<file path="config.mk">
export PLATFORM = sky130hd
export DESIGN_NAME = i2c_xfer_seq
export DESIGN_NICKNAME = d
export VERILOG_FILES = /design/src/rtl/i2c_seq_pkg.sv /design/src/rtl/i2c_seq_fifo.sv /design/src/rtl/i2c_seq_fsm.sv /design/src/rtl/i2c_xfer_seq.sv
export SDC_FILE = /design/constraint.sdc
export NUM_CORES = 1
export LEC_CHECK = 0
export BUFFER_PORTS_ARGS = -buffer_cell sky130_fd_sc_hd__buf_2
export CORE_MARGIN = 10
export CORE_UTILIZATION = 45
export DETAILED_ROUTE_END_ITERATION = 10
export HOLD_SLACK_MARGIN = 0.02
export PLACE_DENSITY = 0.7
export SYNTH_ARGS = -nofsm -noshare
export SYNTH_HDL_FRONTEND = slang
export SYNTH_SLANG_ARGS = --single-unit
</file>
<file path="constraint.sdc">
create_clock -name clk_i -period 2.6 [get_ports clk_i]
set_input_delay 0.52 -clock clk_i [delete_from_list [all_inputs] [get_ports clk_i]]
set_output_delay 0.52 -clock clk_i [all_outputs]
set_load 0.02 [all_outputs]
</file>
<file path="src/rtl/i2c_seq_pkg.sv">
package i2c_seq_pkg;
  localparam int unsigned CB_EN  = 15;
  localparam int unsigned CB_MST = 10;
  localparam int unsigned CB_TRX = 9;
  localparam int unsigned CB_XA  = 8;
  localparam int unsigned CB_RM  = 2;
  localparam int unsigned CB_STP = 1;
  localparam int unsigned CB_STT = 0;
  localparam logic [15:0] CTRL_KEEP = 16'hCF87;

  typedef enum logic [1:0] {
    OP_START = 2'd0,
    OP_SEND  = 2'd1,
    OP_RECV  = 2'd2,
    OP_STOP  = 2'd3
  } bus_op_e;

  typedef enum logic [2:0] {
    S_IDLE, S_START, S_RUN, S_SEND, S_RECV, S_STOP
  } seq_st_e;
endpackage

</file>
<file path="src/rtl/i2c_seq_fifo.sv">
module i2c_seq_fifo #(
  parameter int unsigned DEPTH = 4,
  localparam int unsigned AW = (DEPTH > 1) ? $clog2(DEPTH) : 1,
  localparam int unsigned CW = $clog2(DEPTH + 1)
) (
  input  logic          clk_i,
  input  logic          rst_ni,
  input  logic          flush_i,
  input  logic          push_i,
  input  logic [7:0]    din_i,
  input  logic          pop_i,
  output logic [7:0]    head_o,
  output logic [CW-1:0] cnt_o
);
  logic [7:0]    mem_q [DEPTH];
  logic [AW-1:0] rd_q, wr_q;
  logic [CW-1:0] cnt_q;

  function automatic logic [AW-1:0] nxt(input logic [AW-1:0] p);
    return (p == AW'(DEPTH - 1)) ? '0 : p + AW'(1);
  endfunction

  always_ff @(posedge clk_i or negedge rst_ni) begin
    if (!rst_ni) begin
      rd_q <= '0; wr_q <= '0; cnt_q <= '0;
    end else if (flush_i) begin
      rd_q <= '0; wr_q <= '0; cnt_q <= '0;
    end else begin
      if (push_i) wr_q <= nxt(wr_q);
      if (pop_i)  rd_q <= nxt(rd_q);
      if (push_i && !pop_i)      cnt_q <= cnt_q + CW'(1);
      else if (pop_i && !push_i) cnt_q <= cnt_q - CW'(1);
    end
  end

  always_ff @(posedge clk_i) begin
    if (push_i && !flush_i) mem_q[wr_q] <= din_i;
  end

  assign head_o = mem_q[rd_q];
  assign cnt_o  = cnt_q;

  a_r5_no_overflow: assert property (@(posedge clk_i) disable iff (!rst_ni)
    !(push_i && !pop_i && !flush_i && cnt_q == CW'(DEPTH)));
  a_r5_no_underflow: assert property (@(posedge clk_i) disable iff (!rst_ni)
    !(pop_i && !flush_i && cnt_q == '0));
endmodule

</file>
<file path="src/rtl/i2c_seq_fsm.sv">
module i2c_seq_fsm
  import i2c_seq_pkg::*;
#(
  parameter int unsigned DEPTH = 4,
  parameter int unsigned CNT_W = 16,
  localparam int unsigned CW = $clog2(DEPTH + 1)
) (
  input  logic             clk_i,
  input  logic             rst_ni,
  input  logic             sw_rst_i,
  input  logic             en_i,
  input  logic             launch_i,
  input  logic             tx_dir_i,
  input  logic             repeat_i,
  input  logic             stop_req_i,
  input  logic [CNT_W-1:0] cnt_load_i,
  input  logic [CW-1:0]    fifo_cnt_i,
  input  logic [7:0]       fifo_head_i,
  output logic             fifo_flush_o,
  output logic             fifo_pop_o,
  output logic             fifo_push_o,
  output logic             clr_stop_o,
  output logic             park_o,
  output logic             nack_evt_o,
  output logic             xrdy_o,
  output logic             idle_o,
  output logic [CNT_W-1:0] live_cnt_o,
  output logic             bus_req_o,
  output bus_op_e          bus_op_o,
  output logic [7:0]       bus_wdata_o,
  input  logic             bus_done_i,
  input  logic             bus_ack_i
);
  seq_st_e          st_q;
  logic [CNT_W-1:0] live_q;
  logic             empty, full, cnt_zero;

  assign empty    = (fifo_cnt_i == '0);
  assign full     = (fifo_cnt_i == CW'(DEPTH));
  assign cnt_zero = (live_q == '0);

  always_ff @(posedge clk_i or negedge rst_ni) begin
    if (!rst_ni) begin
      st_q <= S_IDLE; live_q <= '0;
    end else if (sw_rst_i) begin
      st_q <= S_IDLE; live_q <= '0;
    end else if (!en_i && !launch_i) begin
      st_q <= S_IDLE;
    end else begin
      unique case (st_q)
        S_IDLE: if (launch_i) begin
          live_q <= cnt_load_i;
          st_q   <= S_START;
        end
        S_START: if (bus_done_i) st_q <= bus_ack_i ? S_RUN : S_IDLE;
        S_RUN: begin
          if (repeat_i) begin
            if (stop_req_i)                st_q <= S_STOP;
            else if (tx_dir_i && !empty)   st_q <= S_SEND;
            else if (!tx_dir_i && !full)   st_q <= S_RECV;
          end else if (cnt_zero) begin
            st_q <= stop_req_i ? S_STOP : S_IDLE;
          end else if (tx_dir_i && !empty) st_q <= S_SEND;
          else if (!tx_dir_i && !full)     st_q <= S_RECV;
        end
        S_SEND: if (bus_done_i) begin
          if (!repeat_i) live_q <= live_q - CNT_W'(1);
          st_q <= bus_ack_i ? S_RUN : S_IDLE;
        end
        S_RECV: if (bus_done_i) begin
          if (!repeat_i) live_q <= live_q - CNT_W'(1);
          st_q <= S_RUN;
        end
        S_STOP: if (bus_done_i) begin
          live_q <= cnt_load_i;
          st_q   <= S_IDLE;
        end
        default: st_q <= S_IDLE;
      endcase
    end
  end

  always_comb begin
    fifo_flush_o = (st_q == S_IDLE && launch_i) ||
                   (st_q == S_STOP && bus_done_i && tx_dir_i);
    fifo_pop_o   = (st_q == S_SEND) && bus_done_i;
    fifo_push_o  = (st_q == S_RECV) && bus_done_i;
    nack_evt_o   = bus_done_i && !bus_ack_i && (st_q == S_START || st_q == S_SEND);
    clr_stop_o   = nack_evt_o || (st_q == S_STOP && bus_done_i);
    park_o       = en_i && (st_q == S_RUN) && !repeat_i && cnt_zero && !stop_req_i;
    xrdy_o       = tx_dir_i && (st_q == S_RUN || st_q == S_SEND) && !full &&
                   (repeat_i || !cnt_zero);
    idle_o       = (st_q == S_IDLE);
    bus_req_o    = (st_q == S_START) || (st_q == S_SEND) ||
                   (st_q == S_RECV)  || (st_q == S_STOP);
    unique case (st_q)
      S_SEND:  bus_op_o = OP_SEND;
      S_RECV:  bus_op_o = OP_RECV;
      S_STOP:  bus_op_o = OP_STOP;
      default: bus_op_o = OP_START;
    endcase
  end

  assign bus_wdata_o = fifo_head_i;
  assign live_cnt_o  = live_q;

  // one byte per handshake: a request holds until done
  a_r4_req_held: assert property (@(posedge clk_i) disable iff (!rst_ni)
    (bus_req_o && !bus_done_i && en_i && !sw_rst_i) |=> (bus_req_o && $stable(bus_op_o)));
  a_r4_count_step: assert property (@(posedge clk_i) disable iff (!rst_ni)
    (st_q == S_SEND && bus_done_i && !repeat_i && en_i && !sw_rst_i)
      |=> (live_q == $past(live_q) - CNT_W'(1)));
  a_r6_stop_at_zero: assert property (@(posedge clk_i) disable iff (!rst_ni)
    (bus_req_o && bus_op_o == OP_STOP && !repeat_i) |-> cnt_zero);
  a_r8_repeat_keeps_count: assert property (@(posedge clk_i) disable iff (!rst_ni)
    (st_q == S_RECV && bus_done_i && repeat_i && en_i && !sw_rst_i) |=> $stable(live_q));
endmodule

</file>
<file path="src/rtl/i2c_xfer_seq.sv">
module i2c_xfer_seq
  import i2c_seq_pkg::*;
#(
  parameter int unsigned DEPTH        = 4,
  parameter int unsigned CNT_W        = 16,
  parameter bit          LEGACY_RESET = 1'b1
) (
  input  logic             clk_i,
  input  logic             rst_ni,
  input  logic             ctrl_we_i,
  input  logic [15:0]      ctrl_wdata_i,
  input  logic             cnt_we_i,
  input  logic [CNT_W-1:0] cnt_wdata_i,
  input  logic [6:0]       slave_addr_i,
  input  logic             tx_push_i,
  input  logic [7:0]       tx_data_i,
  input  logic             rx_pop_i,
  output logic [7:0]       rx_data_o,
  input  logic [1:0]       evt_clr_i,
  output logic [15:0]      ctrl_o,
  output logic [CNT_W-1:0] live_cnt_o,
  output logic             xrdy_o,
  output logic             rrdy_o,
  output logic             ardy_o,
  output logic             nack_o,
  output logic             bus_req_o,
  output logic [1:0]       bus_op_o,
  output logic [6:0]       bus_addr_o,
  output logic             bus_rd_o,
  output logic [7:0]       bus_wdata_o,
  input  logic             bus_done_i,
  input  logic             bus_ack_i,
  input  logic [7:0]       bus_rdata_i
);
  localparam int unsigned CW = $clog2(DEPTH + 1);

  logic [15:0]      ctrl_q;
  logic [CNT_W-1:0] len_q;
  logic             ardy_q, nack_q;
  logic [CW-1:0]    fifo_cnt;
  logic [7:0]       fifo_head, fifo_din;
  logic             fifo_flush, fifo_push, fifo_pop, fifo_empty, fifo_full;
  logic             fsm_flush, fsm_pop, fsm_push, clr_stop, park, nack_evt, fsm_idle;
  logic             launch, sw_rst, host_push, host_pop, rx_drain, tx_dir;
  bus_op_e          op;

  assign tx_dir     = ctrl_q[CB_TRX];
  assign fifo_empty = (fifo_cnt == '0);
  assign fifo_full  = (fifo_cnt == CW'(DEPTH));

  assign launch = ctrl_we_i && ctrl_wdata_i[CB_EN] && ctrl_wdata_i[CB_MST] &&
                  !ctrl_wdata_i[CB_XA] && ctrl_wdata_i[CB_STT] && fsm_idle;
  assign sw_rst = LEGACY_RESET && ctrl_we_i && !ctrl_wdata_i[CB_EN];

  assign host_push = tx_push_i && tx_dir && !fifo_full;
  assign host_pop  = rx_pop_i && !tx_dir && !fifo_empty;
  assign rx_drain  = host_pop && fifo_cnt == CW'(1) && fsm_idle &&
                     ctrl_q[CB_MST] && !ctrl_q[CB_TRX];

  assign fifo_flush = fsm_flush || sw_rst;
  assign fifo_push  = tx_dir ? host_push : fsm_push;
  assign fifo_pop   = tx_dir ? fsm_pop : host_pop;
  assign fifo_din   = tx_dir ? tx_data_i : bus_rdata_i;

  always_ff @(posedge clk_i or negedge rst_ni) begin
    if (!rst_ni) begin
      ctrl_q <= '0; len_q <= '0; ardy_q <= 1'b0; nack_q <= 1'b0;
    end else if (sw_rst) begin
      ctrl_q <= '0; len_q <= '0; ardy_q <= 1'b0; nack_q <= 1'b0;
    end else begin
      if (ctrl_we_i) begin
        ctrl_q <= (ctrl_wdata_i & CTRL_KEEP) & ~{15'd0, launch};
      end else begin
        if (clr_stop)         ctrl_q[CB_STP] <= 1'b0;
        if (park || rx_drain) ctrl_q[CB_MST] <= 1'b0;
      end
      if (cnt_we_i) len_q <= cnt_wdata_i;
      if (park || rx_drain) ardy_q <= 1'b1;
      else if (evt_clr_i[1]) ardy_q <= 1'b0;
      if (nack_evt) nack_q <= 1'b1;
      else if (evt_clr_i[0]) nack_q <= 1'b0;
    end
  end

  i2c_seq_fifo #(.DEPTH(DEPTH)) u_fifo (
    .clk_i, .rst_ni,
    .flush_i(fifo_flush), .push_i(fifo_push), .din_i(fifo_din),
    .pop_i(fifo_pop), .head_o(fifo_head), .cnt_o(fifo_cnt)
  );

  i2c_seq_fsm #(.DEPTH(DEPTH), .CNT_W(CNT_W)) u_fsm (
    .clk_i, .rst_ni,
    .sw_rst_i(sw_rst), .en_i(ctrl_q[CB_EN]), .launch_i(launch),
    .tx_dir_i(tx_dir), .repeat_i(ctrl_q[CB_RM]), .stop_req_i(ctrl_q[CB_STP]),
    .cnt_load_i(len_q), .fifo_cnt_i(fifo_cnt), .fifo_head_i(fifo_head),
    .fifo_flush_o(fsm_flush), .fifo_pop_o(fsm_pop), .fifo_push_o(fsm_push),
    .clr_stop_o(clr_stop), .park_o(park), .nack_evt_o(nack_evt),
    .xrdy_o(xrdy_o), .idle_o(fsm_idle), .live_cnt_o(live_cnt_o),
    .bus_req_o(bus_req_o), .bus_op_o(op), .bus_wdata_o(bus_wdata_o),
    .bus_done_i(bus_done_i), .bus_ack_i(bus_ack_i)
  );

  assign bus_op_o   = op;
  assign bus_addr_o = slave_addr_i;
  assign bus_rd_o   = !tx_dir;
  assign rx_data_o  = fifo_head;
  assign rrdy_o     = !tx_dir && !fifo_empty;
  assign ardy_o     = ardy_q;
  assign nack_o     = nack_q;
  assign ctrl_o     = ctrl_q;

  a_r3_nack_drops_stop: assert property (@(posedge clk_i) disable iff (!rst_ni)
    ($rose(nack_q) && !$past(ctrl_we_i)) |-> !ctrl_q[CB_STP]);
  a_r2_start_self_clears: assert property (@(posedge clk_i) disable iff (!rst_ni)
    (bus_req_o && op == OP_START) |-> !ctrl_q[CB_STT]);
  a_r10_no_slave_xfer: assert property (@(posedge clk_i) disable iff (!rst_ni)
    (!ctrl_q[CB_MST] && fsm_idle && !launch) |=> !bus_req_o);
endmodule

</file>
==> flow_metrics.tcl, run 1 <==
set metrics [dict create \
    drt_iter0_drc 294 \
    tightestPinTransition_ns 0.7170 \
    yosys_warnings 0 \
    fin_cells 656 \
    setup_violations 0 \
    postSynthCellCount 431 \
    finalWirelength_um 12000 \
    dp_slack_ns 0.07493 \
    drc 0 \
    crit_arrival_ns 1.96 \
    rsz0062_at_grt "false" \
    ys.flop_type "dfrtp_1" \
    cts_root_buf "clkbuf_8" \
    dieWidth_um 122.6 \
    fin_ws_ns 0.1151 \
    p_leak_nw 2.469 \
    vias 3699 \
    syn_avg_cell_area_um2 10.99 \
    dp_hpwl_um 8806 \
    worst_setup_path_start_kind "register" \
    yosys.area.top_type "dfrtp_1" \
    layout_min_cycle_time_ns 2.485 \
    core.rowCount 37 \
    required_ns 2.08 \
    first_pass_iters 5 \
    nFillCells 943 \
    area_growth_pct 14.90 \
    vdd_drop_max_mv 0.3093 \
    relSlewSlack 0.5220 \
    synth_area_leaders "dfrtp_1 29%, edfxtp_1 20%, buf_4 4.3%" \
    gp_congestion 0.8551 \
    p_comb_frac 0.294 \
    cp_max_fo 4 \
    fin_util 0.5296 \
    stdcell_area_um2 5443 \
    crit_type "register to primary output" \
    ioPinCount 128 \
    grt_start_max_net_pins 55 \
    yosysUniqueCellTypes 63 \
    clk_pin_slew_ns 0.10 \
    detailed_place.area_um2 5259 \
    power-per-cell-area_nw_per_um2 653.6 \
    initial_core_util 0.4609 \
    drv_slew 0 \
    p_total_mw 3.558 \
    seq_power_share 0.455 \
    clockBufferDepth 2 \
    whs_ns 0.2754 \
    yosysTopAreaCellShare 0.2853 \
    grt_overflow 0 \
    dieArea_um2 15030 \
    die_h_um 122.6 \
    core_um2 10280 \
    cts_sinks 86 \
    netlist_area_um2 4737 \
    tritoncts "yes" \
    hp-class "input pin to async pin" \
    nNetsFinal 591 \
    clkPwrFrac 0.251 \
    period_share 0.9557 \
    async_reset_ff_frac 0.6279 \
    io_buffers 101 \
    drive_gt1_frac 0.3173 \
    endpoint_kind "primary output" \
    grt_usage 0.1567 \
    fin_setup_tns_ns 0 \
    synth-seq-cells 86 \
    numCtsBuffers 9 \
    seq_area_frac_synth 0.4881 \
    num_antenna_cells 0 \
    p_int_mw 2.295 \
    grt_pass1_wl_um 19140 \
    insertion_delay_ns 0.37 \
    placed_cells 640 \
    viasPerCell 5.639 \
    finClkSkew_ns 0.01667 \
    p_switching_mw 1.263 \
    grt_pass1_vias 3824 \
    cap_violations 0 \
    h-tree-depth 3 \
    hold_viol_final 0 \
    status "complete, no violations" \
    p_sw_frac 0.3550 \
    wire_per_inst_um 18.29 \
    antenna_found_initial 0 \
    ant_nets 0 \
    synth_enable_flop_cells 32 \
    max_freq_mhz 402.4 \
]
[cells in the final DEF (no fill, tap or decap), drive strengths merged, types with 6 or more instances in the layout]
cell / n
buf: 118
a22o: 6
conb: 6
nor3: 9
mux2: 10
mux2i: 18
edfxtp: 32
o21ai: 11
nor4: 7
nand3: 8
mux4: 8
nand2: 24
inv: 15
ha: 11
nand2b: 6
dfrtp: 54
a21oi: 27
nand4: 8
a32o: 7
nor2b: 7
and2: 7
nor2: 44
o211ai: 6
clkbuf: 9
[layout make-up]
class	count	area, µm²	share of cell area
inverters	11	41.29	0.007586
repair buffers	118	633.1	0.1163
multi-input cells	289	2108	0.3874
well taps	136	170.2	0.03126
flip-flops and latches	86	2312	0.4248
clock inverters	7	53.80	0.009885
clock buffers	9	123.9	0.02276
[metal layers]
layer,GRT usage,share of wire,vias to the layer above
li1,-,-,1723
met1,0.1837,0.40,1806
met2,0.2665,0.50,147
met3,0.04637,0.079,23
met4,0.05891,0.015,0
met5,0,0,-
[path summary, 6_finish.rpt]
kind / endpoint / cells after the start / slack [ns] / startpoint
max in group asynchronous: nack_o / 2 / 1.84 / rst_ni
max reg2reg: u_fifo.mem_q[3][1] / 5 / 0.40 / u_fsm.st_q[2]
min reg2reg: ctrl_o[7] / 1 / 0.52 / ctrl_o[7]
max: xrdy_o / 7 / 0.12 / u_fsm.live_cnt_o[0]
min in group clk_i: ctrl_o[9] / 3 / 0.35 / ctrl_wdata_i[9]
min: len_q[7] / 2 / 0.28 / rst_ni
[state kept, by name (all words and copies together), names as in the netlist, 2 cells and up]
signal	count
u_fifo.mem_q	32
len_q	16
u_fsm.live_cnt_o	16
ctrl_o	10
u_fifo.cnt_o	3
u_fsm.st_q	3
u_fifo.rd_q	2
u_fifo.wr_q	2
[cell families (layout without fill, tap and decap cells)]
group | Yosys count | after routing | synth area share
compound gates | 94 | 94 | 0.1458
xor+xnor | 2 | 2 | 0.003699
fa+ha+maj | 11 | 11 | 0.02905
buf+inv | 61 | 145 | 0.07263
flops | 86 | 86 | 0.4881
mux | 36 | 36 | 0.09984
other cells | 1 | 6 | 0.0007916
simple gates | 140 | 140 | 0.1601
[power groups by stage]
stage               Sequential, mW  Clock [mW]  Combinational [mW]
floorplan                     1.61           0               0.845
global placement              1.64           0                1.02
detailed placement            1.65           0                1.05
CTS                           1.62       0.906                1.06
global route                  1.64       0.976                1.16
finish                        1.62       0.892                1.05
[critical path, stage by stage, from the launching register on]
cell     delay (ns)
dfrtp_1        0.41
inv_1          0.14
ha_1           0.19
nor3b_1        0.18
nand4_1        0.23
nor2_2         0.22
nor2_1         0.07
buf_2          0.16
[synthesized netlist by cell type (7+ instances only)]
library cell / number
buf_4: 27
nand3_1: 8
edfxtp_1: 32
nand2_1: 24
and2_1: 7
mux2_2: 10
clkbuf_1: 13
a32o_1: 7
ha_1: 11
nand4_1: 7
a21oi_1: 26
mux4_2: 8
o21ai_1: 7
inv_1: 11
mux2i_1: 18
nor2_1: 44
nor3_1: 9
dfrtp_1: 54
[repair_timing]
action,4_1_cts,5_1_grt
resized for setup,0,2
setup buffers,0,0
hold buffers,0,0
setup endpoints to repair,0,3
No activity file was read; power rests on OpenSTA's default activity.
==> run 2, diff against run 1 <==
--- a/config.mk
+++ b/config.mk
@@ -10,7 +10,7 @@
 export CORE_UTILIZATION = 45
 export DETAILED_ROUTE_END_ITERATION = 10
 export HOLD_SLACK_MARGIN = 0.02
-export PLACE_DENSITY = 0.7
+export PLACE_DENSITY = 0.69
 export SYNTH_ARGS = -nofsm -noshare
 export SYNTH_HDL_FRONTEND = slang
 export SYNTH_SLANG_ARGS = --single-unit
==> constraint.sdc (replaced) <==
create_clock -name clk_i -period 2.6 [get_ports clk_i]
set_input_delay 0.39 -clock clk_i [delete_from_list [all_inputs] [get_ports clk_i]]
set_output_delay 0.39 -clock clk_i [all_outputs]
set_load 0.02 [all_outputs]
==> flow_metrics.tcl, run 2 (synthesized netlist as in run 1, its figures left out) <==
set metrics [dict create \
    fin_cells 653 \
    placed_cells 637 \
    mostFrequentLayoutCell "buf_2" \
    dp_hpwl_um 8540 \
    r2r-end "u_fsm.live_cnt_o[4]" \
    relSlewSlack 0.4924 \
    ant_nets 0 \
    core.rowCount 37 \
    drive_gt1_frac 0.3075 \
    area_growth_pct 14.24 \
    endpoint_kind "primary output" \
    antenna_found_initial 0 \
    tightestPinTransition_ns 0.7597 \
    first_pass_iters 4 \
    grt_overflow 0 \
    worst_setup_path_start_kind "register" \
    gp_congestion 0.8594 \
    crit_arrival_ns 1.99 \
    period_share 0.9140 \
    num_antenna_cells 0 \
    fin_setup_tns_ns 0 \
    rsz0062_at_grt "false" \
    post_cts_buffers 0 \
    r2r-start "u_fsm.st_q[1]" \
    clockBufferDepth 2 \
    crit_type "register to primary output" \
    viasPerCell 5.521 \
    largest-register "u_fifo.mem_q" \
    wire_per_inst_um 17.79 \
    h-tree-depth 3 \
    ff2ff_path_depth 5 \
    ioPinCount 128 \
    dieArea_um2 15030 \
    cap_violations 0 \
    vdd_drop_max_mv 0.3362 \
    finalWirelength_um 11620 \
    required_ns 2.21 \
    vias 3605 \
    drt_iter0_drc 253 \
    grt_start_max_net_pins 55 \
    clk_pin_slew_ns 0.10 \
    dieWidth_um 122.6 \
    max_freq_mhz 420.8 \
    nNetsFinal 588 \
    grt_usage 0.1533 \
    tritoncts "yes" \
    cts_sinks 86 \
    numCtsBuffers 9 \
    grt_pass1_vias 3734 \
    io_buffers 101 \
    core_um2 10280 \
    power-per-cell-area_nw_per_um2 647.5 \
    hp-class "input pin to async pin" \
    cts_root_buf "clkbuf_8" \
    drc 0 \
    reg2reg_slack_ns 0.38 \
    hold_viol_final 0 \
    largest_reg_flops 32 \
    grt_pass1_wl_um 18630 \
    status "complete, no violations" \
    postCtsHoldBufs 0 \
    setup_violations 0 \
    cts.repair.resized 0 \
    finClkSkew_ns 0.01662 \
    layout_common_cells "101 x buf_2, 54 x dfrtp_1, 44 x nor2_1" \
    die_h_um 122.6 \
    p_leak_nw 2.454 \
    drv_slew 0 \
    cp_max_fo 5 \
    nFillCells 958 \
    initial_core_util 0.4609 \
    insertion_delay_ns 0.36 \
    layout_min_cycle_time_ns 2.376 \
]
[run 2: worst max-delay path by stage]
stage | from | to | slack, ns | depth (start not counted)
3_5_place_dp | ctrl_we_i | u_fsm.live_cnt_o[4] | 0.38 | 6
2_1_floorplan | u_fifo.rd_q[0] | rx_data_o[0] | 0.57 | 3
3_3_place_gp | ctrl_we_i | u_fsm.live_cnt_o[5] | 0.41 | 6
5_1_grt | u_fsm.live_cnt_o[0] | xrdy_o | 0.07 | 7
4_1_cts | u_fsm.live_cnt_o[0] | xrdy_o | 0.22 | 7
6_report | u_fsm.live_cnt_o[10] | xrdy_o | 0.22 | 6
[run 2: power breakdown]
part	switching [mW]	total, mW	internal [mW]
clock network	0.486	0.855	0.369
logic	0.590	1.01	0.422
registers	0.134	1.64	1.50
total	1.21	3.50	2.29
[run 2: cell type report]
| cell class | count | area (µm²) | share of cell area |
|---|---|---|---|
| inverters | 11 | 41.29 | 0.007630 |
| repair buffers | 115 | 610.6 | 0.1128 |
| multi-input cells | 289 | 2102 | 0.3884 |
| clock buffers | 10 | 137.6 | 0.02543 |
| well taps | 136 | 170.2 | 0.03145 |
| clock inverters | 6 | 37.54 | 0.006936 |
| flip-flops and latches | 86 | 2312 | 0.4273 |
[run 2: metal layers]
metal / vias to the layer above / global-route usage / part of all wire
li1: 1721 / - / -
met1: 1765 / 0.1931 / 0.43
met2: 114 / 0.2540 / 0.49
met3: 5 / 0.03857 / 0.074
met4: 0 / 0.04786 / 0.0044
met5: - / 0 / 0
[run 2: worst max-delay path, cell delays in order, from the launching register on]
cell and delay (ns):
dfrtp_1 0.43, nor4_1 0.31, buf_4 0.18, nand4_1 0.19, nor2_1 0.27, nor2_1 0.08, buf_2 0.16
[run 2: through the flow]
step                      cell area (µm²)  power (mW)    util  setup slack (ns)  hold WS (ns)
after floorplan                      4756       2.450       -            0.5653       0.09441
after global placement               5236       2.655  0.5095            0.4061        0.4901
after detailed placement             5236       2.690  0.5095            0.3770        0.4968
after CTS                            5411       3.545  0.5265            0.2193        0.1874
after global routing                 5411       3.710  0.5265           0.07037        0.2253
final                                5411       3.504  0.5265            0.2237        0.1603
==> run 3, diff against run 2 <==
==> constraint.sdc (replaced) <==
create_clock -name clk_i -period 2.6 [get_ports clk_i]
set_input_delay 0.26 -clock clk_i [delete_from_list [all_inputs] [get_ports clk_i]]
set_output_delay 0.26 -clock clk_i [all_outputs]
set_load 0.02 [all_outputs]
==> flow_metrics.tcl, run 3 (synthesized netlist as in run 1, its figures left out) <==
set metrics [dict create \
    largest_reg_flops 32 \
    critPathSlowestCell "a21boi_1" \
    finalWirelength_um 11630 \
    numCtsBuffers 9 \
    hp-start "ctrl_wdata_i[9]" \
    fin_setup_tns_ns 0 \
    dp_hpwl_um 8682 \
    max_freq_mhz 410.7 \
    fin_cells 654 \
    finClkSkew_ns 0.006621 \
    rsz0062_at_grt "false" \
    relSlewSlack 0.3526 \
    endpoint_kind "register" \
    mostFrequentLayoutCell "buf_2" \
    antenna_found_initial 0 \
    nNetsFinal 589 \
    tritoncts "yes" \
    crit_type "register to register" \
    met3_usage 0.03903 \
    grt_pass1_vias 3608 \
    grt_usage 0.1549 \
    crit_path_start "u_fsm.st_q[2]" \
    use_met2 0.2598 \
    grt_pass1_wl_um 18460 \
    layout_common_cells "101 x buf_2, 54 x dfrtp_1, 44 x nor2_1" \
    largest-register "u_fifo.mem_q" \
    hp-class "input pin to register" \
    status "complete, no violations" \
    slowest_delay_ns 0.76 \
    clk_pin_slew_ns 0.09 \
    placed_cells 637 \
    area_growth_pct 15.24 \
    ioPinCount 128 \
    dieArea_um2 15030 \
    fin_util 0.5312 \
    stdcell_area_um2 5459 \
    layout_min_cycle_time_ns 2.435 \
    worst_setup_path_start_kind "register" \
    vdd_drop_max_mv 0.3265 \
    drive_gt1_frac 0.3069 \
    insertion_delay_ns 0.36 \
    die_h_um 122.6 \
    viasPerCell 5.503 \
    ant_nets 0 \
    core_um2 10280 \
    required_ns 2.85 \
    io_buffers 101 \
    drv_slew 0 \
    initial_core_util 0.4609 \
    detailed_place.area_um2 5236 \
    setup_violations 0 \
    r2r-start "u_fsm.st_q[2]" \
    post_cts_buffers 0 \
    grt-busiest-layer "met2" \
    nFillCells 932 \
    crit_arrival_ns 2.69 \
    cts_root_buf "clkbuf_8" \
    critPathBufInv 1 \
    tightestPinTransition_ns 0.9690 \
    num_antenna_cells 0 \
    wire_per_inst_um 17.78 \
    cp_max_fo 13 \
    dieWidth_um 122.6 \
    met1_usage 0.1858 \
    cap_violations 0 \
    path_cells "nor2b_1 -> a22o_1 -> a21boi_1 -> buf_4 -> nor2_1 -> a32o_1" \
    power-per-cell-area_nw_per_um2 671.0 \
    clockBufferDepth 2 \
    drt_iter0_drc 256 \
    p_leak_nw 2.476 \
    h-tree-depth 3 \
    first_pass_iters 4 \
    period_share 0.9366 \
    drc 0 \
    cp_top_family "compound AO/OA/AOI/OAI gates" \
    vias 3599 \
    grt_start_max_net_pins 36 \
    cts_sinks 86 \
    gp_congestion 0.8641 \
    hold_viol_final 0 \
    grt_overflow 0 \
    whs_ns 0.1050 \
    core.rowCount 37 \
]
==> run 3: changes by cell type in the layout (fill, tap and decap cells not counted), moves of 2 or more <==
cell	change
clkbuf_1	+3
bufinv_16	+2
clkinv_1	-2
clkinv_4	-2
==> run 3: path summary, 6_finish.rpt <==
kind | end | slack [ns] | depth (start not counted)
max in group asynchronous | u_fsm.live_cnt_o[14] | 1.80 | 3
min | ctrl_o[9] | 0.11 | 3
min reg2reg | ctrl_o[8] | 0.51 | 1
max | u_fsm.live_cnt_o[7] | 0.16 | 6
min in group asynchronous | ctrl_o[15] | 0.40 | 3
max reg2reg | u_fsm.live_cnt_o[7] | 0.16 | 6
==> run 3: worst min-delay path, stage by stage <==
cell     delay [ns]
buf_2          0.07
nand2_1        0.04
o21ai_0        0.06
==> run 3: area by class of cell <==
class / count / area, µm² / area share
clock inverters: 4 / 71.32 / 0.01306
repair buffers: 116 / 620.6 / 0.1137
inverters: 11 / 41.29 / 0.007564
clock buffers: 12 / 135.1 / 0.02475
well taps: 136 / 170.2 / 0.03117
flip-flops and latches: 86 / 2312 / 0.4236
multi-input cells: 289 / 2108 / 0.3862
==> run 3: per-layer routing <==
metal,vias to the layer above,routed length [µm]
met5,-,0
met4,0,148
met3,10,925
met2,124,5734
met1,1726,4818
li1,1739,-
==> run 3: report_power, final <==
| group | switching (mW) | total [mW] | internal, mW | leakage, nW |
|---|---|---|---|---|
| Clock | 0.474 | 1.02 | 0.542 | 0.105 |
| Combinational | 0.584 | 1.01 | 0.422 | 1.37 |
| Sequential | 0.137 | 1.64 | 1.50 | 1.00 |
==> run 3: through the flow <==
stage / power [mW] / worst slack, ns
finish: 3.663 / 0.1648
global route: 3.871 / 0.02042
CTS: 3.702 / 0.09061
detailed placement: 2.687 / 0.2007
global placement: 2.655 / 0.2461
floorplan: 2.450 / 0.6280
==> run 3: timing repair <==
item,CTS,global route
hold buffers,1,0
hold endpoints to repair,54,0
endpoints found under the setup margin,0,1
gates resized for setup,0,1
